`config.mk`:
```
export PLATFORM = sky130hd
export DESIGN_NAME = dram_cmd_sched
export DESIGN_NICKNAME = d
export VERILOG_FILES = /design/src/rtl/dsch_pkg.sv /design/src/rtl/dsch_countdown.sv /design/src/rtl/dsch_bank.sv /design/src/rtl/dsch_pick.sv /design/src/rtl/dram_cmd_sched.sv
export SDC_FILE = /design/constraint.sdc
export NUM_CORES = 1
export LEC_CHECK = 0
export ABC_CLOCK_PERIOD_IN_PS = 11700
export BUFFER_PORTS_ARGS = -buffer_cell sky130_fd_sc_hd__clkbuf_2
export CORE_MARGIN = 2
export CORE_UTILIZATION = 65
export DETAILED_ROUTE_END_ITERATION = 7
export GPL_ROUTABILITY_DRIVEN = 0
export MAX_ROUTING_LAYER = met4
export PLACE_DENSITY_LB_ADDON = 0.3
export SLEW_MARGIN = 25
export SYNTH_ARGS = -nofsm -noshare
export SYNTH_HDL_FRONTEND = slang
export SYNTH_HIERARCHICAL = 1
export SYNTH_SLANG_ARGS = --single-unit
```
`constraint.sdc`:
```
create_clock -name clk -period 11.7 [get_ports clk]
set_input_delay 0 -clock clk [delete_from_list [all_inputs] [get_ports clk]]
set_output_delay 0 -clock clk [all_outputs]
set_load 0.01 [all_outputs]
```
`src/rtl/dsch_pkg.sv`:
```
package dsch_pkg;
  typedef enum logic [2:0] {
    CMD_NOP = 3'd0,
    CMD_ACT = 3'd1,
    CMD_PRE = 3'd2,
    CMD_RD  = 3'd3,
    CMD_WR  = 3'd4
  } dsch_cmd_e;
endpackage

```
`src/rtl/dsch_countdown.sv`:
```
module dsch_countdown #(
  parameter int W = 6
) (
  input  logic         clk,
  input  logic         rst_n,
  input  logic         load,
  input  logic [W-1:0] val,
  output logic         zero
);
  logic [W-1:0] cnt_q;

  // a load of T keeps the counter nonzero for T-1 following cycles
  always_ff @(posedge clk or negedge rst_n) begin
    if (!rst_n)              cnt_q <= '0;
    else if (load)           cnt_q <= (val == '0) ? '0 : val - 1'b1;
    else if (cnt_q != '0)    cnt_q <= cnt_q - 1'b1;
  end

  assign zero = (cnt_q == '0);
endmodule

```
`src/rtl/dsch_bank.sv`:
```
module dsch_bank
  import dsch_pkg::*;
#(
  parameter int ROW_W  = 12,
  parameter int SIZE_W = 8,
  parameter int TAG_W  = 4,
  parameter int TMR_W  = 6,
  parameter int BEAT   = 16
) (
  input  logic              clk,
  input  logic              rst_n,
  input  logic              ld,
  input  logic [ROW_W-1:0]  ld_row,
  input  logic [SIZE_W-1:0] ld_size,
  input  logic              ld_wr,
  input  logic [TAG_W-1:0]  ld_tag,
  input  logic              grant,
  input  logic              ccd_zero,
  input  logic              rrd_zero,
  input  logic              rtw_zero,
  input  logic              wtr_zero,
  input  logic              rq_full,
  input  logic [TMR_W-1:0]  t_rcd,
  input  logic [TMR_W-1:0]  t_rcd_wr,
  input  logic [TMR_W-1:0]  t_ras,
  input  logic [TMR_W-1:0]  t_rc,
  input  logic [TMR_W-1:0]  t_rp,
  output logic              busy,
  output dsch_cmd_e         cand,
  output logic [ROW_W-1:0]  row,
  output logic [TAG_W-1:0]  tag,
  output logic              fin
);
  localparam int NT    = 5;
  localparam int SUM_W = SIZE_W + 2;
  localparam int K_RCD = 0, K_RCDW = 1, K_RAS = 2, K_RC = 3, K_RP = 4;

  logic              pend_q, wr_q, open_q;
  logic [ROW_W-1:0]  row_q, orow_q;
  logic [SIZE_W-1:0] size_q;
  logic [TAG_W-1:0]  tag_q;
  logic [SIZE_W:0]   sent_q;
  logic [SUM_W-1:0]  sent_sum;
  logic [NT-1:0]     t_load, t_zero;
  logic [TMR_W-1:0]  t_val [NT];
  logic              hit, do_act, do_pre, do_col;

  assign do_act = grant && (cand == CMD_ACT);
  assign do_pre = grant && (cand == CMD_PRE);
  assign do_col = grant && ((cand == CMD_RD) || (cand == CMD_WR));

  assign t_val[K_RCD]  = t_rcd;
  assign t_val[K_RCDW] = t_rcd_wr;
  assign t_val[K_RAS]  = t_ras;
  assign t_val[K_RC]   = t_rc;
  assign t_val[K_RP]   = t_rp;
  assign t_load = {do_pre, do_act, do_act, do_act, do_act};

  for (genvar k = 0; k < NT; k++) begin : g_tmr
    dsch_countdown #(.W(TMR_W)) u_tmr (
      .clk(clk), .rst_n(rst_n), .load(t_load[k]), .val(t_val[k]), .zero(t_zero[k])
    );
  end

  assign hit = open_q && (orow_q == row_q);

  always_comb begin
    cand = CMD_NOP;
    if (pend_q) begin
      if (hit && !wr_q && t_zero[K_RCD] && ccd_zero && wtr_zero && !rq_full)
        cand = CMD_RD;
      else if (hit && wr_q && t_zero[K_RCDW] && ccd_zero && rtw_zero && !rq_full)
        cand = CMD_WR;
      else if (!open_q && rrd_zero && t_zero[K_RP] && t_zero[K_RC])
        cand = CMD_ACT;
      else if (open_q && !hit && t_zero[K_RAS])
        cand = CMD_PRE;
    end
  end

  assign sent_sum = SUM_W'(sent_q) + SUM_W'(BEAT);
  assign fin      = ((cand == CMD_RD) || (cand == CMD_WR)) && (sent_sum >= SUM_W'(size_q));

  always_ff @(posedge clk or negedge rst_n) begin
    if (!rst_n) begin
      pend_q <= 1'b0;
      wr_q   <= 1'b0;
      open_q <= 1'b0;
      row_q  <= '0;
      orow_q <= '0;
      size_q <= '0;
      tag_q  <= '0;
      sent_q <= '0;
    end else begin
      if (ld) begin
        pend_q <= 1'b1;
        row_q  <= ld_row;
        size_q <= ld_size;
        wr_q   <= ld_wr;
        tag_q  <= ld_tag;
        sent_q <= '0;
      end
      if (do_col) begin
        if (fin) pend_q <= 1'b0;
        sent_q <= fin ? '0 : sent_sum[SIZE_W:0];
      end
      if (do_act) begin
        open_q <= 1'b1;
        orow_q <= row_q;
      end
      if (do_pre) open_q <= 1'b0;
    end
  end

  assign busy = pend_q;
  assign row  = row_q;
  assign tag  = tag_q;
endmodule

```
`src/rtl/dsch_pick.sv`:
```
module dsch_pick #(
  parameter int N     = 4,
  parameter int IDX_W = 2
) (
  input  logic [N-1:0]     want,
  input  logic [IDX_W-1:0] start,
  output logic             found,
  output logic [IDX_W-1:0] idx
);
  logic [IDX_W:0] pos;

  // walk from the far end so the position nearest to start is kept last
  always_comb begin
    found = 1'b0;
    idx   = '0;
    pos   = '0;
    for (int i = N - 1; i >= 0; i--) begin
      pos = {1'b0, start} + (IDX_W + 1)'(i);
      if (pos >= (IDX_W + 1)'(N)) pos = pos - (IDX_W + 1)'(N);
      if (want[pos[IDX_W-1:0]]) begin
        found = 1'b1;
        idx   = pos[IDX_W-1:0];
      end
    end
  end
endmodule

```
`src/rtl/dram_cmd_sched.sv`:
```
module dram_cmd_sched
  import dsch_pkg::*;
#(
  parameter int N_BANKS   = 4,
  parameter int ROW_W     = 12,
  parameter int SIZE_W    = 8,
  parameter int TAG_W     = 4,
  parameter int TMR_W     = 6,
  parameter int CNT_W     = 16,
  parameter int BURST_LEN = 4,
  parameter int BUS_BYTES = 4,
  parameter int DEVS      = 1,
  localparam int IDX_W    = $clog2(N_BANKS)
) (
  input  logic              clk,
  input  logic              rst_n,
  input  logic [TMR_W-1:0]  cfg_tccd,
  input  logic [TMR_W-1:0]  cfg_trrd,
  input  logic [TMR_W-1:0]  cfg_trcd,
  input  logic [TMR_W-1:0]  cfg_tras,
  input  logic [TMR_W-1:0]  cfg_trp,
  input  logic [TMR_W-1:0]  cfg_trc,
  input  logic [TMR_W-1:0]  cfg_cl,
  input  logic [TMR_W-1:0]  cfg_wl,
  input  logic [TMR_W-1:0]  cfg_twtr,
  input  logic              req_valid,
  output logic              req_ready,
  input  logic [IDX_W-1:0]  req_bank,
  input  logic [ROW_W-1:0]  req_row,
  input  logic [SIZE_W-1:0] req_size,
  input  logic              req_write,
  input  logic [TAG_W-1:0]  req_tag,
  input  logic              rq_full,
  output logic              rq_wr_mode,
  output logic [TMR_W-1:0]  rq_min_lat,
  output logic              cmd_valid,
  output logic [2:0]        cmd_code,
  output logic [IDX_W-1:0]  cmd_bank,
  output logic [ROW_W-1:0]  cmd_row,
  output logic [TAG_W-1:0]  cmd_tag,
  output logic              cmd_last,
  output logic [CNT_W-1:0]  nop_count
);
  localparam int BEAT   = BURST_LEN * BUS_BYTES * DEVS;
  localparam int TURN_K = BURST_LEN / 2 + 2;
  localparam int EXT_W  = TMR_W + 2;

  logic [N_BANKS-1:0] busy, want, fin, grant, ld;
  dsch_cmd_e          cand [N_BANKS];
  logic [ROW_W-1:0]   brow [N_BANKS];
  logic [TAG_W-1:0]   btag [N_BANKS];
  logic               found;
  logic [IDX_W-1:0]   win, prio_q;
  dsch_cmd_e          win_cmd;
  logic               dir_q;
  logic [CNT_W-1:0]   nop_q;
  logic               ccd_z, rrd_z, rtw_z, wtr_z;
  logic [TMR_W-1:0]   t_rcd_wr, t_turn;
  logic [EXT_W-1:0]   turn_sum, turn_dif;

  // derived delays, clamped at zero (and at the counter maximum)
  assign t_rcd_wr = (cfg_trcd > cfg_wl) ? cfg_trcd - cfg_wl - 1'b1 : '0;
  assign turn_sum = EXT_W'(cfg_cl) + EXT_W'(TURN_K);
  assign turn_dif = turn_sum - EXT_W'(cfg_wl);
  assign t_turn   = (turn_sum <= EXT_W'(cfg_wl)) ? '0 :
                    (|turn_dif[EXT_W-1:TMR_W]) ? '1 : turn_dif[TMR_W-1:0];

  assign req_ready = (int'(req_bank) < N_BANKS) ? !busy[req_bank] : 1'b0;

  for (genvar b = 0; b < N_BANKS; b++) begin : g_bank
    assign ld[b]    = req_valid && req_ready && (int'(req_bank) == b);
    assign grant[b] = found && (int'(win) == b);
    assign want[b]  = (cand[b] != CMD_NOP);
    dsch_bank #(
      .ROW_W(ROW_W), .SIZE_W(SIZE_W), .TAG_W(TAG_W), .TMR_W(TMR_W), .BEAT(BEAT)
    ) u_bank (
      .clk(clk), .rst_n(rst_n),
      .ld(ld[b]), .ld_row(req_row), .ld_size(req_size), .ld_wr(req_write), .ld_tag(req_tag),
      .grant(grant[b]),
      .ccd_zero(ccd_z), .rrd_zero(rrd_z), .rtw_zero(rtw_z), .wtr_zero(wtr_z), .rq_full(rq_full),
      .t_rcd(cfg_trcd), .t_rcd_wr(t_rcd_wr), .t_ras(cfg_tras), .t_rc(cfg_trc), .t_rp(cfg_trp),
      .busy(busy[b]), .cand(cand[b]), .row(brow[b]), .tag(btag[b]), .fin(fin[b])
    );
  end

  dsch_pick #(.N(N_BANKS), .IDX_W(IDX_W)) u_pick (
    .want(want), .start(prio_q), .found(found), .idx(win)
  );

  assign win_cmd = found ? cand[win] : CMD_NOP;

  // channel-wide spacing timers
  dsch_countdown #(.W(TMR_W)) u_ccd (
    .clk(clk), .rst_n(rst_n), .load((win_cmd == CMD_RD) || (win_cmd == CMD_WR)),
    .val(cfg_tccd), .zero(ccd_z));
  dsch_countdown #(.W(TMR_W)) u_rrd (
    .clk(clk), .rst_n(rst_n), .load(win_cmd == CMD_ACT), .val(cfg_trrd), .zero(rrd_z));
  dsch_countdown #(.W(TMR_W)) u_rtw (
    .clk(clk), .rst_n(rst_n), .load(win_cmd == CMD_RD), .val(t_turn), .zero(rtw_z));
  dsch_countdown #(.W(TMR_W)) u_wtr (
    .clk(clk), .rst_n(rst_n), .load(win_cmd == CMD_WR), .val(cfg_twtr), .zero(wtr_z));

  always_comb begin
    rq_wr_mode = dir_q;
    if (win_cmd == CMD_RD) rq_wr_mode = 1'b0;
    if (win_cmd == CMD_WR) rq_wr_mode = 1'b1;
  end
  assign rq_min_lat = rq_wr_mode ? cfg_wl : cfg_cl;

  always_ff @(posedge clk or negedge rst_n) begin
    if (!rst_n) begin
      prio_q <= '0;
      dir_q  <= 1'b0;
      nop_q  <= '0;
    end else begin
      dir_q <= rq_wr_mode;
      if (!found) nop_q <= nop_q + 1'b1;
      if ((win_cmd == CMD_ACT) || (win_cmd == CMD_PRE))
        prio_q <= (int'(win) == N_BANKS - 1) ? '0 : win + 1'b1;
    end
  end

  assign cmd_valid = found;
  assign cmd_code  = win_cmd;
  assign cmd_bank  = win;
  assign cmd_row   = brow[win];
  assign cmd_tag   = btag[win];
  assign cmd_last  = found && fin[win];
  assign nop_count = nop_q;
endmodule

```
* Word-level counts from Yosys, hierarchy flattened *
Index checks and enable logic that the tools add are counted.

cells by class
  magnitude comparators = 17
  equality and inequality tests = 30
  add/sub/neg operators = 50
  reductions and logical operators = 206
  bitwise logic cells = 1
  mux-type cells = 150

operators by type and width
  operator               count
  $mux 6                 61
  $sub 6x1->6 const B    34
  $logic_not 6->1        33
  $reduce_bool 6->1      24
  $mux 9                 12
  $logic_and 1x1->1      90
  $reduce_bool 2->1      32
  $mux 3                 19
  $eq 12x12->1           4
  $add 9x5->10 const B   4
  $ge 10x8->1            4
  $mux 1                 32
  $eq 3x2->1 const B     10
  $mux 2                 13
  $bmux 12 s2            1
  $mux 12                2
  $lt 2x3->1 const B     6
  $add 16x1->16 const B  1
  $eq 3x1->1 const B     5
  $eq 3x3->1 const B     5
  $logic_not 1->1        14
  $bmux 1 s2             6
  $ge 3x3->1 const B     4
  $reduce_bool 3->1      4
  19 further kinds       34

word-level totals
  output and inout bits = 47
  input port bits = 85
  register bits after elaboration = 355

* Logic depth before layout (Yosys ltp) *
Gate-level depths: netlist of run 1.

  depth after elaboration = 26
  depth in mapped cells = 24
  depth with buffers taken out = 19

* Hierarchy *
The synthesis of run 1 kept the hierarchy.

modules (own cells, without submodules)
  module          instances  area an instance (µm²)  cells an instance
  dsch_countdown  24         450.4                   50
  dsch_bank       4          2,113.3                 171
  dram_cmd_sched  1          2,348.5                 238
  dsch_pick       1          77.6                    13

* Worst setup path after synthesis of run 1 *
OpenSTA, ideal clock, no wires.

  path kind = flip-flop to flip-flop
  start = reg u_ccd.cnt_q[0]
  end = reg g_bank[1].u_bank.g_tmr[1].u_tmr.cnt_q[0]
  arrival time = 4.410 ns
  cell stages (with the launch flop) = 25
  setup time = 0.137 ns
  data required time = 11.563 ns
  setup slack = 7.153 ns
  buffers on the path = 5
  cells stage by stage = dfrtp_1 > inv_1 > ha_1 > nand2_1 > inv_1 > and4b_2 > nand3_1 > o21ai_0 > or3_1 > nor3b_1 > a211oi_1 > nor2_1 > clkbuf_1 > buf_2 > buf_1 > inv_1 > ha_1 > and2_1 > inv_1 > nor2_1 > buf_2 > clkbuf_1 > o21ai_1 > nor2_1 > a2bb2oi_1

RTL lines
  item                    line                  text
  start, declared         dsch_countdown.sv:10  logic [W-1:0] cnt_q;
  start signal, assigned  dsch_countdown.sv:15  else if (load) cnt_q <= (val == '0) ? '0 : val - 1'b1;
  start signal, assigned  dsch_countdown.sv:16  else if (cnt_q != '0) cnt_q <= cnt_q - 1'b1;
  end signal, assigned    dsch_countdown.sv:15
  end signal, assigned    dsch_countdown.sv:16
  end, declared           dsch_countdown.sv:10

==> results of run 1 <==
## per-stage QoR
stage	cells	hold WS [ns]	area (µm²)	utilization, %	power [mW]
after CTS	2792	0.0101	24700	75.6	5.50
after global placement	2671	0.163	22900	70.0	4.10
after floorplan	2135	-0.296	21700	-	3.62
after global routing	2794	0.0486	24700	75.7	5.88
final	2795	0.0168	24800	75.7	5.54
after detailed placement	2671	0.159	22900	70.0	4.23
## state kept, by name, indices dropped and copies added (netlist names)
register                         flops
g_bank.u_bank/open_q                 4
g_bank.u_bank/tag                   16
u_wtr/cnt_q                          6
g_bank.u_bank/sent_q                20
dir_q                                1
g_bank.u_bank/wr_q                   4
prio_q                               2
u_ccd/cnt_q                          6
u_rtw/cnt_q                          6
u_rrd/cnt_q                          6
g_bank.u_bank/size_q                32
g_bank.u_bank/row                   48
g_bank.u_bank/g_tmr.u_tmr/cnt_q    120
nop_count                           16
g_bank.u_bank/busy                   4
g_bank.u_bank/orow_q                48
## Yosys cell counts (26+ instances only)
cell type,count
a2bb2oi_1,48
a21oi_1,71
xnor2_1,234
o22a_1,73
o21ai_0,28
dfrtp_1,339
o31ai_1,49
nand2b_1,32
inv_1,169
nor3_1,57
nor3b_1,74
nand3_1,29
nand2_1,75
clkbuf_1,42
ha_1,135
nor4_1,26
or3_1,29
mux2_2,143
nor2_1,190
## power breakdown
group	total [mW]	leakage (nW)	switching (mW)	internal, mW
clock	1.22	0.623	0.487	0.737
combinational	2.23	6.19	1.11	1.12
sequential	2.08	4.17	0.436	1.65
total	5.54	11.0	2.03	3.50
## placed cells by master (no fill, tap or decap), drive strengths merged, types with 26 or more instances in the layout
| cell type | instances |
|---|---|
| a2bb2oi | 48 |
| nor3b | 74 |
| nand2b | 33 |
| a21oi | 71 |
| or3 | 29 |
| clkbuf | 180 |
| dlygate4sd3 | 56 |
| mux2 | 146 |
| o31ai | 49 |
| xnor2 | 234 |
| dfrtp | 339 |
| o22a | 77 |
| nor3 | 57 |
| nand3 | 29 |
| nor2 | 190 |
| or4 | 28 |
| nor4 | 26 |
| o21ai | 53 |
| nand2 | 75 |
| inv | 171 |
| ha | 135 |
## worst paths after layout
kind,end,from,cells past startpoint
worst max-delay path,u_ccd/cnt_q[5],g_bank[2].u_bank/row[4],17
worst min-delay path,g_bank[0].u_bank/g_tmr[4].u_tmr/cnt_q[4],cfg_trp[4],4
worst max register to register,u_ccd/cnt_q[5],g_bank[2].u_bank/row[4],17
worst min register to register,nop_count[15],nop_count[15],1
max in group asynchronous,g_bank[2].u_bank/g_tmr[1].u_tmr/cnt_q[2],rst_n,6
min in group asynchronous,g_bank[0].u_bank/g_tmr[4].u_tmr/cnt_q[2],rst_n,3
## metal layers
layer | GRT usage [%] | wire, µm | up-vias
met5 | - | 0 | -
met4 | 13.6 | 2370 | 0
met3 | 5.27 | 3660 | 184
met2 | 54.6 | 27400 | 658
met1 | 40.2 | 22300 | 8637
li1 | - | - | 8058
## layout make-up
type / instances / area [µm²]
inverter: 170 / 639
antenna: 1 / 2.50
multi-input combinational: 1575 / 12400
sequential: 339 / 8480
fill: 2120 / 7950
clock inverter: 16 / 195
tap: 442 / 553
clock buffer: 50 / 1080
timing repair buffer: 202 / 1360
## worst max-delay path, cell delays in order, from the launching register on
cell and delay [ns]:
dfrtp_1 0.41, xnor2_1 0.38, nand4_1 0.14, nor2_1 0.27, nand2_1 0.11, mux2_2 0.32
or3_1 0.37, nand2b_1 0.10, a21oi_1 0.10, a211oi_4 0.33, buf_4 0.49, mux4_2 0.69
or3_1 0.40, a21oi_1 0.50, o21ai_1 0.32, a21o_1 0.23, dlygate4sd3_1 0.55, o31ai_1 0.07
## kinds of logic after synthesis
kind of cell,count (synthesis),synth area share (%)
simple gates,633,16.0
compound gates,385,12.9
buf+inv,221,3.91
mux,171,10.0
flops,339,39.1
fa+ha+maj,137,7.97
xor+xnor,249,10.1
## what timing repair did
action	CTS	global route
hold endpoints to repair	253	22
setup endpoints to repair	0	0
buffers inserted	0	0
hold buffers	55	1
==> results.cfg, run 1 <==
[clock_network]
clkTransAtPathRegs_ns = 0.07
cts_max_path_buffers = 3
cts-buffers-inserted = 38
ctsRootBufferMaster = clkbuf_16
ctsResizeCount = 0
tritoncts = done
cts_sinks = 339
clock_latency_ns = 0.53
ctsHtreeMaxLevel = 2

[sta]
setup_slack_ns = 5.79
rsz0062_at_grt = no
max_freq_mhz = 169
hold_viol_final = 0
final-max-slew-violation-count = 0
fin_tns_setup_ns = 0
setup_viol = 0
skew_ns = 0.0228
period_minus_slack_ns = 5.91
min_period_over_period_pct = 50.5
max_slew.worst_pin.slew_ns = 1.03
max_slew_margin_pct = 31.2

[worst_hold_path]
hold_path.class = input pin to flop

[route]
vias = 17500
via_per_inst = 6.27
drt-initial-drc-count = 1249
drcViolationCount = 0
ant_nets = 0
wl_per_cell_um = 20.0
dr.pass1.iters = 8
routed_wl_um = 55800

[logic_synthesis]
synthCells = 2135
netlist_area_um2 = 21700
ys.flop_type = dfrtp_1
ys_seq_area_share_pct = 39.1
synthesis.nets = 2357
synth_edf_count = 0
synthArstFlopShare_pct = 100
yosysTopAreaCellShare_pct = 39.1
yosysTopAreaCell = dfrtp_1
syn_area_per_cell_um2 = 10.2
synth_area_leaders = dfrtp_1 (39%), xnor2_1 (9.4%), ha_1 (7.8%)
yosysUniqueCellTypes = 65
ys_seq_elements = 339
ys_warn_count = 6

[placed_design]
port-buffer-count = 131
place_ws_ns = 6.36
post-dp-hpwl_um = 37800

[worst_setup_path]
cp.arrival_ns = 6.32
required_ns = 12.11
worstSetupPathType = flop to flop
cp-end-kind = flop
path_max_fanout = 23
r2r_setup_slack_ns = 5.79
cp-start-kind = flop

[die]
die_x_um = 187
coreArea_um2 = 32700
initial_core_util_pct = 66.3
die-area_um2 = 34800
ios = 132
rows = 66
die_h_um = 187

[power]
power_density_nw_per_um2 = 224
vdd_ir_drop_max_mv = 0.138
p_leak_nw = 11.0

[global_routing]
grt_max_degree = 125
track_usage_pct = 32.9
gr-total-overflow = 0
grt_pass1_wl_um = 91400
antenna_found_initial = 0
grt_pass1_vias = 18000

[layout]
nets = 2548
areaGrowthSynthToFinish_pct = 14.1
drive_gt1_share_pct = 17.6

[run_status]
status = finished, final reports clean

[flow_run]
maxCapViolCount = 0
(Power assumes the default switching activity.)
==> inputs of run 2 (changes only) <==
ABC_CLOCK_PERIOD_IN_PS = 5600   (was 11700)
CORE_UTILIZATION = 62   (was 65)
clock period = 5.6 ns   (was 11.7 ns; I/O delays follow)
==> run 2 against run 1 <==
Against the previous run: final cell count grew 1.2%; die area is 4.7% higher; count of clock-buffer cells in the layout decreased by 1; utilization down 3.0 points; setup slack worse by 5.5 ns; clock power up 130%; sequential share of layout area decreased by 0.39 points; first-iteration DRC count shrank 2.0%; critical endpoint is now u_rrd/cnt_q[5]; largest power group unchanged; sequential power rose by 110%; wire length is 0.16% lower; highest routed layer unchanged; worst hold slack improved by 0.0043 ns; global-route usage down 1.5 points.
==> results.cfg, run 2 (synthesis gave the netlist of run 1 again) <==
[worst_setup_path]
cp_common_cell = inv_1
critPathLaunch = u_ccd/cnt_q[2]
cp-start-kind = flop
path_max_fanout = 14
required_ns = 6.06
slowest_delay_ns = 0.55
r2r_setup_slack_ns = 0.28
reg2reg_from = u_ccd/cnt_q[2]
cp.arrival_ns = 5.78
crit_buf_inv = 3
cp-end-kind = flop
cp_top_family = simple AND/OR/NAND/NOR gates
path_cells = nor4_1 -> nand2_1 -> inv_1 -> and4b_2 -> nand3_1 -> o21ai_0 -> or3_1 -> nor2_1 -> a211oi_1 -> nor2_4 -> mux4_2 -> nand2b_4 -> inv_1 -> and3_1 -> o21ai_1 -> a21o_1 -> dlygate4sd3_1 -> o31ai_1
worstSetupPathType = flop to flop
cpMaxStageDelayCell = a211oi_1

[global_routing]
grt_max_degree = 147
antenna_found_initial = 1
gr-total-overflow = 0
grt_pass1_wl_um = 89800
use_met2_pct = 53.9
top_usage_layer = met2
use_met3_pct = 4.30
use_met1_pct = 37.4
grt_pass1_vias = 18000
track_usage_pct = 31.4

[route]
drcViolationCount = 0
ant_nets = 0
vias = 17600
drt-initial-drc-count = 1224
routed_wl_um = 55700
dr.pass1.iters = 5
wl_per_cell_um = 19.7
via_per_inst = 6.23

[die]
die_h_um = 191
die-area_um2 = 36500
coreArea_um2 = 34500
ios = 132
die_x_um = 191
rows = 68
initial_core_util_pct = 62.9

[power]
vdd_ir_drop_max_mv = 0.367
p_int_mw = 7.45
clkPwrFrac_pct = 23.4
seq_power_share_pct = 36.9
switching_share_pct = 36.6
p_comb_share_pct = 39.7
power_density_nw_per_um2 = 469
p_leak_nw = 11.1
p_sw_mw = 4.30

[run_status]
status = finished, final reports clean

[layout]
finalInstanceArea_um2 = 25000
layout_common_cells = dfrtp_1 (339), xnor2_1 (234), nor2_1 (184)
largest_register_ffs = 120
top_register = g_bank.u_bank/g_tmr.u_tmr/cnt_q
nets = 2567
layout_commonest_cell = dfrtp_1
drive_gt1_share_pct = 18.2
areaGrowthSynthToFinish_pct = 15.4

[clock_network]
cts_max_path_buffers = 3
ctsRootBufferMaster = clkbuf_16
cts-buffers-inserted = 39
clkTransAtPathRegs_ns = 0.06
tritoncts = done
ctsHtreeMaxLevel = 2
clock_latency_ns = 0.56
cts_sinks = 339

[sta]
max_slew.worst_pin.slew_ns = 1.02
final-max-slew-violation-count = 0
setup_viol = 0
skew_ns = 0.0256
period_minus_slack_ns = 5.32
rsz0062_at_grt = no
fin_tns_setup_ns = 0
min_period_over_period_pct = 95.1
max_freq_mhz = 188
max_slew_margin_pct = 31.9
hold_viol_final = 0

[placed_design]
post-dp-hpwl_um = 38600
placed_cell_area_um2 = 23000
port-buffer-count = 131

[worst_hold_path]
min_from = cfg_trc[4]
hold_path.class = input pin to flop

[flow_run]
maxCapViolCount = 0
## run 2: cell count changes in the layout (fill, tap and decap cells not counted), moves of 2 or more
cell	before	now
clkinv_2	8	6
buf_4	13	26
bufinv_16	4	6
buf_12	0	2
inv_16	0	2
dlygate4sd3_1	56	60
clkinv_4	0	3
clkinvlp_4	3	1
## run 2: per-stage QoR
stage | instances | hold WS [ns] | util, % | power [mW] | setup slack, ns
6_report | 2829 | 0.0211 | 72.7 | 11.7 | 0.275
5_1_grt | 2829 | 0.0491 | 72.7 | 12.5 | 0.0494
4_1_cts | 2823 | 0.000568 | 72.5 | 11.7 | 0.212
3_5_place_dp | 2694 | 0.144 | 66.7 | 8.86 | 0.319
3_3_place_gp | 2694 | 0.137 | 66.7 | 8.57 | 0.555
2_1_floorplan | 2135 | -0.296 | - | 7.57 | 1.05
## run 2: tightest hold or removal path, stage by stage
cell and delay, ns:
clkbuf_2 0.21, xnor2_1 0.15, o22a_1 0.13, nor2_1 0.04
## run 2: timing repair
item | CTS | global route
endpoints found under the hold margin | 255 | 0
setup endpoints to repair | 0 | 8
hold buffers | 60 | 0
gates resized for setup | 0 | 1
setup buffers | 0 | 4
## run 2: power groups by stage
| stage | Sequential [mW] | Combinational, mW | Clock (mW) |
|---|---|---|---|
| 6_report | 4.34 | 4.66 | 2.75 |
| 3_3_place_gp | 4.27 | 4.29 | 0 |
| 2_1_floorplan | 4.12 | 3.46 | 0 |
| 5_1_grt | 4.46 | 5.11 | 2.88 |
| 3_5_place_dp | 4.34 | 4.52 | 0 |
| 4_1_cts | 4.32 | 4.62 | 2.78 |
## run 2: area by class of cell
cell class              count  area, µm²
multi-input cells        1576      12400
diodes                      1       2.50
fillers                  2364       9420
flip-flops and latches    339       8480
repair buffers            219       1500
well taps                 455        569
inverters                 170        639
clock buffers              49       1060
clock inverters            20        327
## run 2: metal layers
| metal | routed length, µm | part of all wire, % | up-vias |
|---|---|---|---|
| li1 | - | - | 8087 |
| met1 | 22500 | 40 | 8768 |
| met2 | 28000 | 50 | 629 |
| met3 | 3280 | 5.9 | 141 |
| met4 | 1900 | 3.4 | 0 |
| met5 | 0 | 0 | - |
## run 2: path summary, 6_finish.rpt
kind	endpoint	cells past startpoint
min reg2reg	nop_count[15]	1
min in group asynchronous	g_bank[0].u_bank/g_tmr[4].u_tmr/cnt_q[5]	2
max	u_rrd/cnt_q[5]	18
max in group asynchronous	g_bank[1].u_bank/g_tmr[1].u_tmr/cnt_q[5]	3
max reg2reg	u_rrd/cnt_q[5]	18
min	g_bank[1].u_bank/g_tmr[3].u_tmr/cnt_q[4]	4
==> inputs of run 3 (changes only) <==
==> constraint.sdc (replaced) <==
create_clock -name clk -period 5.6 [get_ports clk]
set_input_delay 1.4 -clock clk [delete_from_list [all_inputs] [get_ports clk]]
set_output_delay 1.4 -clock clk [all_outputs]
set_load 0.01 [all_outputs]
==> run 3 against run 2 <==
Against the previous run: the run now ends with setup timing left; utilization up 0.46 points; sequential share of layout area down 0.20 points; wire length down 0.73%; maximum frequency down 9.5%; sequential power up 2%; combinational power up 2%; critical endpoint is now rq_min_lat[4].
==> results.cfg, run 3 (synthesis gave the netlist of run 1 again) <==
[run_status]
status = finished with violations
violations = setup timing

[placed_design]
post-place-cells = 2733
place_ws_ns = -0.311
post-dp-hpwl_um = 37500
port-buffer-count = 131

[worst_hold_path]
whs_path_depth = 1
hold_path.class = flop to flop
min_from = nop_count[15]
holdPathEnd = nop_count[15]

[sta]
max_slew.worst_pin.slew_ns = 0.941
period_minus_slack_ns = 5.88
final-max-slew-violation-count = 0
max_freq_mhz = 170
hold_viol_final = 0
setup_slack_ns = -0.283
skew_ns = 0.0239
max_slew_margin_pct = 37.0
min_period_over_period_pct = 105
rsz0062_at_grt = yes
setup_viol = 6

[die]
initial_core_util_pct = 62.9
rows = 68
die_x_um = 191
die-area_um2 = 36500
die_h_um = 191
coreArea_um2 = 34500
ios = 132

[global_routing]
grt_max_degree = 155
grt_pass1_vias = 17800
track_usage_pct = 31.2
antenna_found_initial = 2
gr-total-overflow = 0
grt_pass1_wl_um = 89100

[power]
vdd_ir_drop_max_mv = 0.366
power_density_nw_per_um2 = 459
p_leak_nw = 11.3

[worst_setup_path]
cp.arrival_ns = 4.48
reg2reg_from = u_ccd/cnt_q[4]
reg2reg_to = g_bank[2].u_bank/sent_q[6]
worstSetupPathType = flop to output port
cp-start-kind = flop
r2r_setup_slack_ns = 0.12
required_ns = 4.20
r2r_cells = 31
path_max_fanout = 8
cp-end-kind = output port

[route]
routed_wl_um = 55300
dr.pass1.iters = 7
ant_nets = 0
drcViolationCount = 0
vias = 17500
via_per_inst = 6.17
drt-initial-drc-count = 1353
wl_per_cell_um = 19.5

[clock_network]
clkTransAtPathRegs_ns = 0.05
ctsHtreeMaxLevel = 2
cts_max_path_buffers = 3
cts_sinks = 339
ctsRootBufferMaster = clkbuf_16
clock_latency_ns = 0.54
tritoncts = done
cts-buffers-inserted = 38

[layout]
multi_input_area_um2 = 12700
drive_gt1_share_pct = 22.6
nets = 2582
areaGrowthSynthToFinish_pct = 16.2
largest_register_ffs = 120
stdcell_count = 2842
layout_commonest_cell = dfrtp_1
regArea_um2 = 8490
top_register = g_bank.u_bank/g_tmr.u_tmr/cnt_q
layout_common_cells = dfrtp_1 (337), xnor2_1 (220), nor2_1 (180)
fillers = 2365

[flow_run]
maxCapViolCount = 0
run 3: changes by cell type in the layout (fill, tap and decap cells not counted), moves of 5 or more:
cell           delta
xnor2_1          -14
xnor2_2          +14
buf_6             +9
buf_4            +65
clkbuf_2          -7
buf_12            +6
bufinv_16         -5
dlygate4sd3_1    -60
clkbuf_1          +7
run 3: routing by layer:
layer | global-route usage (%) | wire length (µm) | up-vias
met5 | - | 0 | -
li1 | - | - | 8128
met2 | 51.1 | 26800 | 576
met1 | 38.7 | 23200 | 8660
met4 | 13.0 | 2180 | 0
met3 | 4.94 | 3170 | 180
run 3: stage by stage:
step / hold slack [ns] / area [µm²] / power, mW / setup TNS, ns / util [%]
floorplan: 0.468 / 21700 / 7.58 / -0.0390 / -
global placement: 0.465 / 23300 / 8.57 / -0.961 / 67.7
detailed placement: 0.470 / 23300 / 8.85 / -2.40 / 67.7
CTS: 0.485 / 25000 / 11.4 / -1.22 / 72.4
global route: 0.508 / 25200 / 12.3 / -2.03 / 73.1
finish: 0.481 / 25200 / 11.6 / -1.30 / 73.1
run 3: timing repair:
item,in CTS,in global routing
gates cloned,0,0
buffers inserted,38,11
setup endpoints to repair,25,31
pin swaps,12,15
hold buffers,0,0
gates resized for setup,31,45
run 3: worst max-delay path by stage:
stage | startpoint | endpoint | slack [ns] | cells after the start
2_1_floorplan | rq_full | rq_min_lat[3] | -0.01 | 13
3_3_place_gp | rq_full | rq_min_lat[5] | -0.20 | 15
3_5_place_dp | rq_full | rq_min_lat[3] | -0.31 | 14
4_1_cts | rq_full | rq_min_lat[4] | -0.20 | 15
5_1_grt | u_ccd/cnt_q[4] | rq_min_lat[5] | -0.37 | 18
6_report | u_ccd/cnt_q[4] | rq_min_lat[4] | -0.28 | 18
run 3: area by class of cell:
cell class | count | area share (%)
Antenna cell | 2 | 0.0199
Clock inverter | 8 | 0.333
Multi-Input combinational cell | 1575 | 50.4
Clock buffer | 57 | 4.34
Sequential cell | 339 | 33.7
Inverter | 170 | 2.56
Timing Repair Buffer | 236 | 6.41
Tap cell | 455 | 2.26
run 3: worst max-delay path, cell delays in order (launching register included):
cell and delay, ns:
dfrtp_1 0.41, nor4_2 0.34, nand2_2 0.16, inv_4 0.11
buf_12 0.12, and4b_2 0.25, nand3_1 0.15, nor2_1 0.24
or3_4 0.22, mux2i_4 0.09, a211oi_4 0.24, buf_6 0.16
mux4_2 0.49, nand2b_4 0.17, o21ai_4 0.15, a22oi_4 0.07
buf_12 0.16, mux2_4 0.30, buf_6 0.12
run 3: where the power goes:
group	switching (mW)	internal [mW]	leakage, nW
registers	0.969	3.44	4.17
logic	2.26	2.49	6.54
clock network	1.00	1.39	0.579
